### config.mk
export PLATFORM = sky130hd
export DESIGN_NAME = adc_read_ctrl
export DESIGN_NICKNAME = d
export VERILOG_FILES = /design/src/rtl/adc_rd_pkg.sv /design/src/rtl/adc_rd_fsm.sv /design/src/rtl/adc_rd_shift.sv /design/src/rtl/adc_rd_result.sv /design/src/rtl/adc_read_ctrl.sv
export SDC_FILE = /design/constraint.sdc
export NUM_CORES = 1
export LEC_CHECK = 0
export ABC_CLOCK_PERIOD_IN_PS = 2240
export BUFFER_PORTS_ARGS = -buffer_cell sky130_fd_sc_hd__buf_2
export CORE_MARGIN = 10
export CORE_UTILIZATION = 27
export CTS_BUF_LIST = sky130_fd_sc_hd__clkbuf_2 sky130_fd_sc_hd__clkbuf_4 sky130_fd_sc_hd__clkbuf_8
export DETAILED_ROUTE_END_ITERATION = 10
export PLACE_DENSITY = 0.48
export SYNTH_ARGS = -nofsm -noshare
export SYNTH_HDL_FRONTEND = slang
export SYNTH_HIERARCHICAL = 1
export SYNTH_SLANG_ARGS = --single-unit
### constraint.sdc
create_clock -name clk -period 2.24 [get_ports clk]
set_clock_uncertainty 0.1 [all_clocks]
set_input_delay 0.336 -clock clk [delete_from_list [all_inputs] [get_ports clk]]
set_output_delay 0.336 -clock clk [all_outputs]
set_load 0.02 [all_outputs]
### src/rtl/adc_rd_pkg.sv
package adc_rd_pkg;

  typedef enum logic [2:0] {
    ST_IDLE  = 3'd0,
    ST_GAP   = 3'd1,
    ST_CONV  = 3'd2,
    ST_SHIFT = 3'd3,
    ST_TAIL  = 3'd4
  } rd_state_e;

endpackage

### src/rtl/adc_rd_fsm.sv
module adc_rd_fsm
  import adc_rd_pkg::*;
#(
  parameter int CONV_CYC = 8,
  parameter int HALF_DIV = 2,
  parameter int DATA_W   = 12,
  parameter int BIT_W    = $clog2(DATA_W)
) (
  input  logic             clk,
  input  logic             rst_n,
  input  logic             start_i,
  input  logic             sleep_en_i,
  output rd_state_e        state_o,
  output logic             conv_o,
  output logic             sck_o,
  output logic [BIT_W-1:0] bit_o,
  output logic             accept_o,
  output logic             sample_o,
  output logic             last_o
);

  localparam int GAP_CYC = 2 * HALF_DIV;
  localparam int MAX_CYC = (CONV_CYC > GAP_CYC) ? CONV_CYC : GAP_CYC;
  localparam int CNT_W   = $clog2(MAX_CYC + 1);

  localparam logic [CNT_W-1:0] GAP_END  = CNT_W'(GAP_CYC - 1);
  localparam logic [CNT_W-1:0] CONV_END = CNT_W'(CONV_CYC - 1);
  localparam logic [CNT_W-1:0] HALF_END = CNT_W'(HALF_DIV - 1);
  localparam logic [CNT_W-1:0] BIT_END  = CNT_W'(GAP_CYC - 1);
  localparam logic [BIT_W-1:0] LAST_BIT = BIT_W'(DATA_W - 1);

  rd_state_e        state_q, state_n;
  logic [CNT_W-1:0] cnt_q, cnt_n;
  logic [BIT_W-1:0] bit_q, bit_n;
  logic             conv_q, conv_n;
  logic             sck_q, sck_n;

  always_comb begin
    state_n = state_q;
    cnt_n   = cnt_q;
    bit_n   = bit_q;
    conv_n  = conv_q;
    sck_n   = sck_q;
    case (state_q)
      ST_IDLE: begin
        conv_n = sleep_en_i;
        cnt_n  = '0;
        if (start_i) begin
          bit_n = '0;
          if (conv_q) begin
            state_n = ST_GAP;
            conv_n  = 1'b0;
          end else begin
            state_n = ST_CONV;
            conv_n  = 1'b1;
          end
        end
      end
      ST_GAP: begin
        if (cnt_q == GAP_END) begin
          state_n = ST_CONV;
          conv_n  = 1'b1;
          cnt_n   = '0;
        end else begin
          cnt_n = cnt_q + 1'b1;
        end
      end
      ST_CONV: begin
        if (cnt_q == CONV_END) begin
          state_n = ST_SHIFT;
          conv_n  = 1'b0;
          cnt_n   = '0;
        end else begin
          cnt_n = cnt_q + 1'b1;
        end
      end
      ST_SHIFT: begin
        if (cnt_q == HALF_END) begin
          sck_n = 1'b1;
          if (bit_q == LAST_BIT) begin
            state_n = ST_TAIL;
            cnt_n   = '0;
          end else begin
            cnt_n = cnt_q + 1'b1;
          end
        end else if (cnt_q == BIT_END) begin
          sck_n = 1'b0;
          cnt_n = '0;
          bit_n = bit_q + 1'b1;
        end else begin
          cnt_n = cnt_q + 1'b1;
        end
      end
      ST_TAIL: begin
        if (cnt_q == HALF_END) begin
          sck_n   = 1'b0;
          state_n = ST_IDLE;
          conv_n  = sleep_en_i;
          cnt_n   = '0;
        end else begin
          cnt_n = cnt_q + 1'b1;
        end
      end
      default: begin
        state_n = ST_IDLE;
        conv_n  = 1'b0;
        sck_n   = 1'b0;
        cnt_n   = '0;
      end
    endcase
  end

  always_ff @(posedge clk or negedge rst_n) begin
    if (!rst_n) begin
      state_q <= ST_IDLE;
      cnt_q   <= '0;
      bit_q   <= '0;
      conv_q  <= 1'b0;
      sck_q   <= 1'b0;
    end else begin
      state_q <= state_n;
      cnt_q   <= cnt_n;
      bit_q   <= bit_n;
      conv_q  <= conv_n;
      sck_q   <= sck_n;
    end
  end

  assign state_o  = state_q;
  assign conv_o   = conv_q;
  assign sck_o    = sck_q;
  assign bit_o    = bit_q;
  assign accept_o = (state_q == ST_IDLE) && start_i;
  assign sample_o = (state_q == ST_SHIFT) && (cnt_q == HALF_END);
  assign last_o   = sample_o && (bit_q == LAST_BIT);

endmodule

### src/rtl/adc_rd_shift.sv
module adc_rd_shift #(
  parameter int DATA_W = 12,
  parameter int CFG_W  = 2,
  parameter int BIT_W  = $clog2(DATA_W)
) (
  input  logic              clk,
  input  logic              rst_n,
  input  logic              accept_i,
  input  logic [CFG_W-1:0]  cfg_i,
  input  logic              shifting_i,
  input  logic              sample_i,
  input  logic [BIT_W-1:0]  bit_i,
  input  logic              sdo_i,
  output logic              sdi_o,
  output logic [CFG_W-1:0]  cfg_o,
  output logic [DATA_W-1:0] word_o
);

  logic [CFG_W-1:0]  cfg_q, cfg_n;
  logic [DATA_W-1:0] sh_q, sh_n;

  always_comb begin
    cfg_n = cfg_q;
    sh_n  = sh_q;
    if (accept_i) begin
      cfg_n = cfg_i;
      sh_n  = '0;
    end else if (sample_i) begin
      sh_n = {sh_q[DATA_W-2:0], sdo_i};
    end
  end

  always_ff @(posedge clk or negedge rst_n) begin
    if (!rst_n) begin
      cfg_q <= '0;
      sh_q  <= '0;
    end else begin
      cfg_q <= cfg_n;
      sh_q  <= sh_n;
    end
  end

  // configuration bits go out MSB first while bit index < CFG_W
  always_comb begin
    sdi_o = 1'b0;
    for (int i = 0; i < CFG_W; i++) begin
      if (shifting_i && (bit_i == BIT_W'(i))) begin
        sdi_o = cfg_q[CFG_W-1-i];
      end
    end
  end

  assign cfg_o  = cfg_q;
  assign word_o = {sh_q[DATA_W-2:0], sdo_i};

endmodule

### src/rtl/adc_rd_result.sv
module adc_rd_result #(
  parameter int DATA_W = 12,
  parameter int CFG_W  = 2
) (
  input  logic              clk,
  input  logic              rst_n,
  input  logic              last_i,
  input  logic [DATA_W-1:0] word_i,
  input  logic [CFG_W-1:0]  cfg_i,
  output logic              rdy_o,
  output logic [DATA_W-1:0] data_o,
  output logic [CFG_W-1:0]  ch_o
);

  logic [DATA_W-1:0] data_q, data_n;
  logic [CFG_W-1:0]  tag_q, tag_n;
  logic [CFG_W-1:0]  prev_q, prev_n;
  logic              rdy_q;

  always_comb begin
    data_n = data_q;
    tag_n  = tag_q;
    prev_n = prev_q;
    if (last_i) begin
      data_n = word_i;
      tag_n  = prev_q;
      prev_n = cfg_i;
    end
  end

  always_ff @(posedge clk or negedge rst_n) begin
    if (!rst_n) begin
      data_q <= '0;
      tag_q  <= '0;
      prev_q <= '0;
      rdy_q  <= 1'b0;
    end else begin
      data_q <= data_n;
      tag_q  <= tag_n;
      prev_q <= prev_n;
      rdy_q  <= last_i;
    end
  end

  assign rdy_o  = rdy_q;
  assign data_o = data_q;
  assign ch_o   = tag_q;

endmodule

### src/rtl/adc_read_ctrl.sv
module adc_read_ctrl
  import adc_rd_pkg::*;
#(
  parameter int CONV_CYC = 8,
  parameter int HALF_DIV = 2,
  parameter int DATA_W   = 12,
  parameter int CFG_W    = 2
) (
  input  logic              clk,
  input  logic              rst_n,
  input  logic              start_i,
  input  logic [CFG_W-1:0]  cfg_i,
  input  logic              sleep_en_i,
  output logic              conv_o,
  output logic              sck_o,
  output logic              sdi_o,
  input  logic              sdo_i,
  output logic              busy_o,
  output logic              rdy_o,
  output logic [DATA_W-1:0] data_o,
  output logic [CFG_W-1:0]  ch_o
);

  localparam int BIT_W = $clog2(DATA_W);

  rd_state_e         state;
  logic [BIT_W-1:0]  bit_idx;
  logic              accept;
  logic              sample;
  logic              last;
  logic [CFG_W-1:0]  cfg_held;
  logic [DATA_W-1:0] word;

  adc_rd_fsm #(
    .CONV_CYC (CONV_CYC),
    .HALF_DIV (HALF_DIV),
    .DATA_W   (DATA_W),
    .BIT_W    (BIT_W)
  ) u_fsm (
    .clk        (clk),
    .rst_n      (rst_n),
    .start_i    (start_i),
    .sleep_en_i (sleep_en_i),
    .state_o    (state),
    .conv_o     (conv_o),
    .sck_o      (sck_o),
    .bit_o      (bit_idx),
    .accept_o   (accept),
    .sample_o   (sample),
    .last_o     (last)
  );

  adc_rd_shift #(
    .DATA_W (DATA_W),
    .CFG_W  (CFG_W),
    .BIT_W  (BIT_W)
  ) u_shift (
    .clk        (clk),
    .rst_n      (rst_n),
    .accept_i   (accept),
    .cfg_i      (cfg_i),
    .shifting_i (state == ST_SHIFT),
    .sample_i   (sample),
    .bit_i      (bit_idx),
    .sdo_i      (sdo_i),
    .sdi_o      (sdi_o),
    .cfg_o      (cfg_held),
    .word_o     (word)
  );

  adc_rd_result #(
    .DATA_W (DATA_W),
    .CFG_W  (CFG_W)
  ) u_result (
    .clk    (clk),
    .rst_n  (rst_n),
    .last_i (last),
    .word_i (word),
    .cfg_i  (cfg_held),
    .rdy_o  (rdy_o),
    .data_o (data_o),
    .ch_o   (ch_o)
  );

  assign busy_o = (state != ST_IDLE);

endmodule

After elaboration in Yosys (flattened, before gate mapping). Cells that the tools add are included.

Flip-flop bits (word level): 43. Input port bits: 7.

Add/subtract/negate cells: 2. Eq/ne operators: 18. Mux-type cells: 32. Bitwise gates (word level): 2. Reduce and logical (&&, ||, !) cells: 15.

Operator list (number): 4-bit two-way mux (8); 11-bit two-way mux (2); 3-bit two-way mux (6); 4-bit case mux with 4 select lines (1); 3-bit case mux with 5 select lines (1); 1-bit two-way mux (10); 2-bit inequality test, second input constant (5); 4-bit by 1-bit adder with 4-bit output, second input constant (2); 4-bit by 1-bit == test with 1-bit output, second input constant (2); 4-bit case mux with 2 select lines (1); 4-bit AND reduction (2); 3-bit by 2-bit == test with 1-bit output, second input constant (2); 2-bit by 1-bit inequality test with 1-bit output, second input constant (3); 6-bit AND reduction (1); 1-bit logical AND (5); 1-bit case mux with 5 select lines (1); 4-bit by 2-bit == test with 1-bit output, second input constant (1); 4-bit by 3-bit == test with 1-bit output, second input constant (1); 4-bit == test, second input constant (1); 4-bit logical NOT (1); 2-bit nonzero test (2); 3-bit by 1-bit == test with 1-bit output, second input constant (1); 3-bit == test, second input constant (1); 3-bit logical NOT (1); 7 further kinds (8).

Longest topological paths before layout.
Word-level depth: 4. Depth in mapped cells: 8. Depth with buffers taken out: 6.

Modules after synthesis. The synthesis kept the hierarchy.

Modules (own cells, without submodules): adc_rd_fsm (times used 1, cells each 89, area an instance 897.1 µm², sequential area each 325.3 µm²); adc_rd_result (times used 1, cells each 35, area an instance 674.4 µm², sequential area each 425.4 µm²); adc_rd_shift (times used 1, cells each 43, area an instance 545.5 µm², sequential area each 325.3 µm²); adc_read_ctrl (times used 1, cells each 2, area an instance 16.3 µm², sequential area each 0.0 µm²).

Worst setup path before layout. No wires, ideal clock.

Path kind: reg2reg. Start: register u_fsm.cnt_q[1]. End: register u_result.data_q[0] (netlist: u_result/data_o[0]). Library setup time: 125 ps. Arrival time: 1819 ps. Required time: 2015 ps. Slack: 196 ps. Cell stages (with the launch flop): 9. Path buffers: 2. Clock period less this slack: 2044 ps. Cells stage by stage: dfrtp_1 > inv_1 > ha_1 > nor3b_4 > nand4b_4 > nor2_1 > buf_6 > buf_12 > mux2_4.

Longest elaborated chain between the ends: 3.

Ends and longest elaborated chain: from (decl) (RTL line adc_rd_fsm.sv:33) `logic [CNT_W-1:0] cnt_q, cnt_n;`; from (signal assigned) (RTL line adc_rd_fsm.sv:122) `cnt_q <= cnt_n;`; 4-bit by 1-bit == test with 1-bit output (RTL line adc_rd_fsm.sv:134) `assign sample_o = (state_q == ST_SHIFT) && (cnt_q == HALF_END);`; 1-bit logical AND (RTL line adc_rd_fsm.sv:134); 1-bit logical AND (RTL line adc_rd_fsm.sv:135) `assign last_o = sample_o && (bit_q == LAST_BIT);`; named net last (RTL line adc_read_ctrl.sv:30) `logic last;`; to (signal assigned) (RTL line adc_rd_result.sv:38) `data_q <= data_n;`; to (decl) (RTL line adc_rd_result.sv:15) `logic [DATA_W-1:0] data_q, data_n;`.

The timed path passes the listed nets, and every way through them passes these cells. A chain may end at the register's enable or synchronous reset.

Worst setup path in the final report.
Start: register u_fsm.state_q[0] (netlist: u_fsm/state_o[0]). End: output port sdi_o.

Longest elaborated chain between the ends: 4. Elaborated cells between the ends (all ways): 5. Classes of those cells: eq/ne: 1; mux: 2; reduce/logical: 2.

Ends and longest elaborated chain: from (decl) (RTL line adc_rd_fsm.sv:32) `rd_state_e state_q, state_n;`; from (signal assigned) (RTL line adc_rd_fsm.sv:121) `state_q <= state_n;`; 3-bit by 2-bit == test with 1-bit output (*) (RTL line adc_read_ctrl.sv:62) `.shifting_i (state == ST_SHIFT),`; 1-bit logical AND (RTL line adc_rd_shift.sv:47) `if (shifting_i && (bit_i == BIT_W'(i))) begin`; 1-bit two-way mux (RTL line adc_rd_shift.sv:47); 1-bit two-way mux (*) (RTL line adc_rd_shift.sv:47); to (decl) (RTL line adc_read_ctrl.sv:16) `output logic sdi_o,`.

Every way passes the cells marked *; elsewhere a longest branch is shown, timed or not.

==> results by group <==
STA
  • Setup TNS: 0 ns
  • Rel. slew slack: 0.620
  • Fin crit period: 2.02 ns
  • RSZ-0062 raised after global routing: false
  • Final setup fails: 0
  • Maximum clock frequency: 0.496 GHz
  • Hold Vio Cnt, Final: 0
  • Tcrit/Tclk final: 0.901
  • Final Slew Violations: 0
  • Worst-Margin Slew: 0.569 ns

Clocking
  • Post-CTS Setup Inserts: 0
  • Clk pin slew, worst setup/hold paths: 0.09 ns
  • Cts hold-fix bufs: 0
  • CTS Buf Count: 5
  • CTS tree: yes
  • Clk sink count: 43
  • Clock Path Buffers: 2
  • Clk root buf: clkbuf_8
  • H-tree Lvls: 2
  • Clock network latency to the later pin of the worst-skew pair: 0.29 ns

Pwr
  • Power Density: 1090 nW/µm²
  • Power, Total: 2.68 mW
  • VDD IR max: 0.344 mV
  • Leakage: 1.19 nW

Final layout
  • Filler cell count in the final layout: 808
  • Non-Filler Cell Area, Final: 2460 µm²
  • Final nets: 209
  • Layout area overhead: 15.5%
  • Layout cells sized above 1: 0.367
  • Fin util: 0.320
  • Ant diodes: 0

Global routing
  • Largest net degree at the start of global routing: 44
  • Total track usage: 0.0751
  • Vias in the first global route: 1396
  • Grt ovf: 0
  • Initial antenna violation count: 0
  • First-pass GRT wire length: 7180 µm

Critical path
  • Slowest cell on the critical path: dfrtp_2
  • R2r startpoint: u_fsm/cnt_q[1]
  • Slowest stage delay, CP: 0.55 ns
  • Startpoint type of the worst setup path: flip-flop
  • Crit path required time: 1.80 ns
  • CP Data Arrival Time: 1.58 ns
  • Crit path from: u_fsm/state_o[0]
  • Critical path class: flip-flop to primary output
  • CP endpoint kind: primary output
  • Worst-path maximum fanout: 15
  • FF-to-FF path depth: 7
  • CP cell instances: and3b_2, nand2b_1, nor4_1, buf_2

Placement
  • Port bufs: 25
  • Placed cell areas: 2350 µm²
  • HPWL after DPL: 2860 µm
  • GPL Wtd Cong: 0.787

Detailed routing
  • Routed Antenna Nets: 0
  • # DRC: 0
  • Detailed Route WL: 4200 µm
  • Vias: 1331
  • Vias/cell: 4.42
  • Routed WL per cell: 14.0 µm
  • Initial detailed-routing violation count: 57
  • First drt pass iteration count: 4

Synth
  • Synth Flop Type: dfrtp_1
  • Post-synth EDFFs: 0
  • Syn Std Cell Area: 2130 µm²
  • Ys Warns: 6
  • Async S/R FF share, synth: 1.00
  • Yosys reg bits: 43
  • Syn_area_per_cell: 12.6 µm²
  • Post-Synthesis Cells: 169
  • Sequential fraction of the synthesis area: 0.504
  • Syn nets: 179
  • Yosys cell types: 41

Floorplanning
  • Die area: 11900 µm²
  • FP Rows: 32
  • Total core area: 7690 µm²
  • Top Ports: 26
  • DIE WIDTH: 109 µm
  • Initial Util: 0.278
  • Die outline height: 109 µm

Run
  • Max-cap violations: 0

Worst hold path
  • HP Class: primary input to async pin

Status
  • Status: complete, no violations
[state kept, by name, indices dropped and copies added, names as in the netlist]
name	count
u_shift/sh_q	11
u_result/data_o	12
u_fsm/conv_o	1
u_result/ch_o	2
u_fsm/sck_o	1
u_fsm/state_o	3
u_result/prev_q	2
u_shift/cfg_o	2
u_fsm/cnt_q	4
u_fsm/bit_o	4
u_result/rdy_o	1
[synth_stat cells (2+ instances only)]
cell type  count  area [µm²]
mux2_4        10         150
or3_1          4        25.0
o21ai_0        5        25.0
nand2b_1       3        18.8
inv_1          7        26.3
buf_2          2        10.0
a21o_1         3        22.5
a21oi_1        8        40.0
nor3b_4        2        37.5
nand2_1        3        11.3
dfrtp_1       43        1080
nor4_1         2        12.5
nand3_1        3        15.0
o22ai_1        3        18.8
buf_6          3        33.8
mux2_2         8        90.1
nor2_1        19        71.3
mux2i_1       13         130
and3b_2        2        20.0
buf_4          3        22.5
ha_1           3        37.5
[layout make-up]
class | count | area (µm²) | area share
clock buffer | 5 | 68.8 | 0.0279
clock inverter | 2 | 37.5 | 0.0152
inverter | 7 | 26.3 | 0.0107
multi-input combinational | 110 | 947 | 0.384
sequential | 43 | 1080 | 0.438
tap | 102 | 128 | 0.0518
timing repair buffer | 32 | 178 | 0.0721
[per-stage QoR]
stage / std cells / hold slack, ns / worst slack [ns]
after detailed placement: 294 / 0.367 / 0.238
after CTS: 301 / 0.0390 / 0.0335
after global routing: 301 / 0.0705 / 0.0718
after global placement: 294 / 0.366 / 0.254
after floorplan: 169 / -0.0596 / 0.196
final: 301 / 0.0162 / 0.222
[power breakdown]
| part | internal (mW) | switching (mW) |
|---|---|---|
| logic | 0.426 | 0.474 |
| clock network | 0.326 | 0.270 |
| registers | 0.957 | 0.221 |
| total | 1.71 | 0.965 |
[worst paths after layout]
kind                                 endpoint  slack, ns
max in group asynchronous    u_fsm/state_o[0]       1.62
min in group clk             u_shift/cfg_o[0]       0.18
setup / recovery                        sdi_o       0.22
hold reg to reg                u_fsm/cnt_q[0]       0.40
hold / removal             u_result/data_o[6]       0.02
setup reg to reg           u_result/data_o[0]       0.25
[what timing repair did]
item                                    CTS  global route
endpoints found under the setup margin    1             1
resized for setup                         1             1
pin swaps                                 0             0
[cell usage in the layout (no fill, tap or decap), drive strengths merged, types with 2 or more instances in the layout]
cell type,synthesis,routed
a21o,3,3
nor4b,2,2
a21oi,8,8
nand2,3,3
mux2i,13,13
o21ai,6,6
nand3,3,3
nor4,2,2
nor3b,3,3
buf,9,32
and3b,2,2
dfrtp,43,43
ha,3,3
o22ai,3,3
mux2,18,18
nor2,19,19
or3b,2,2
nand2b,3,3
inv,7,7
clkbuf,0,5
or3,4,4
[routing by layer]
metal,up-vias,track usage,wire (µm)
met5,-,0,0
li1,661,-,-
met3,2,0.0283,197
met4,0,0.0254,39
met2,18,0.113,1840
met1,650,0.0966,2120
[kinds of logic after synthesis]
logic type               synth area share
adder cells (fa/ha/maj)            0.0176
flip-flops                          0.504
AND/OR/NAND/NOR                     0.147
multiplexers                        0.174
XOR/XNOR                          0.00821
AO/OA/AOI/OAI                      0.0962
buffers and inverters              0.0528
[worst max-delay path: cells and delay by family, from the launching register on]
| kind | cells | cell delay, ns |
|---|---|---|
| AND/OR/NAND/NOR | 3 | 0.52 |
| buffers and inverters | 1 | 0.22 |
| flip-flops | 1 | 0.55 |
Note: power is estimated with default switching activity, not from simulation.
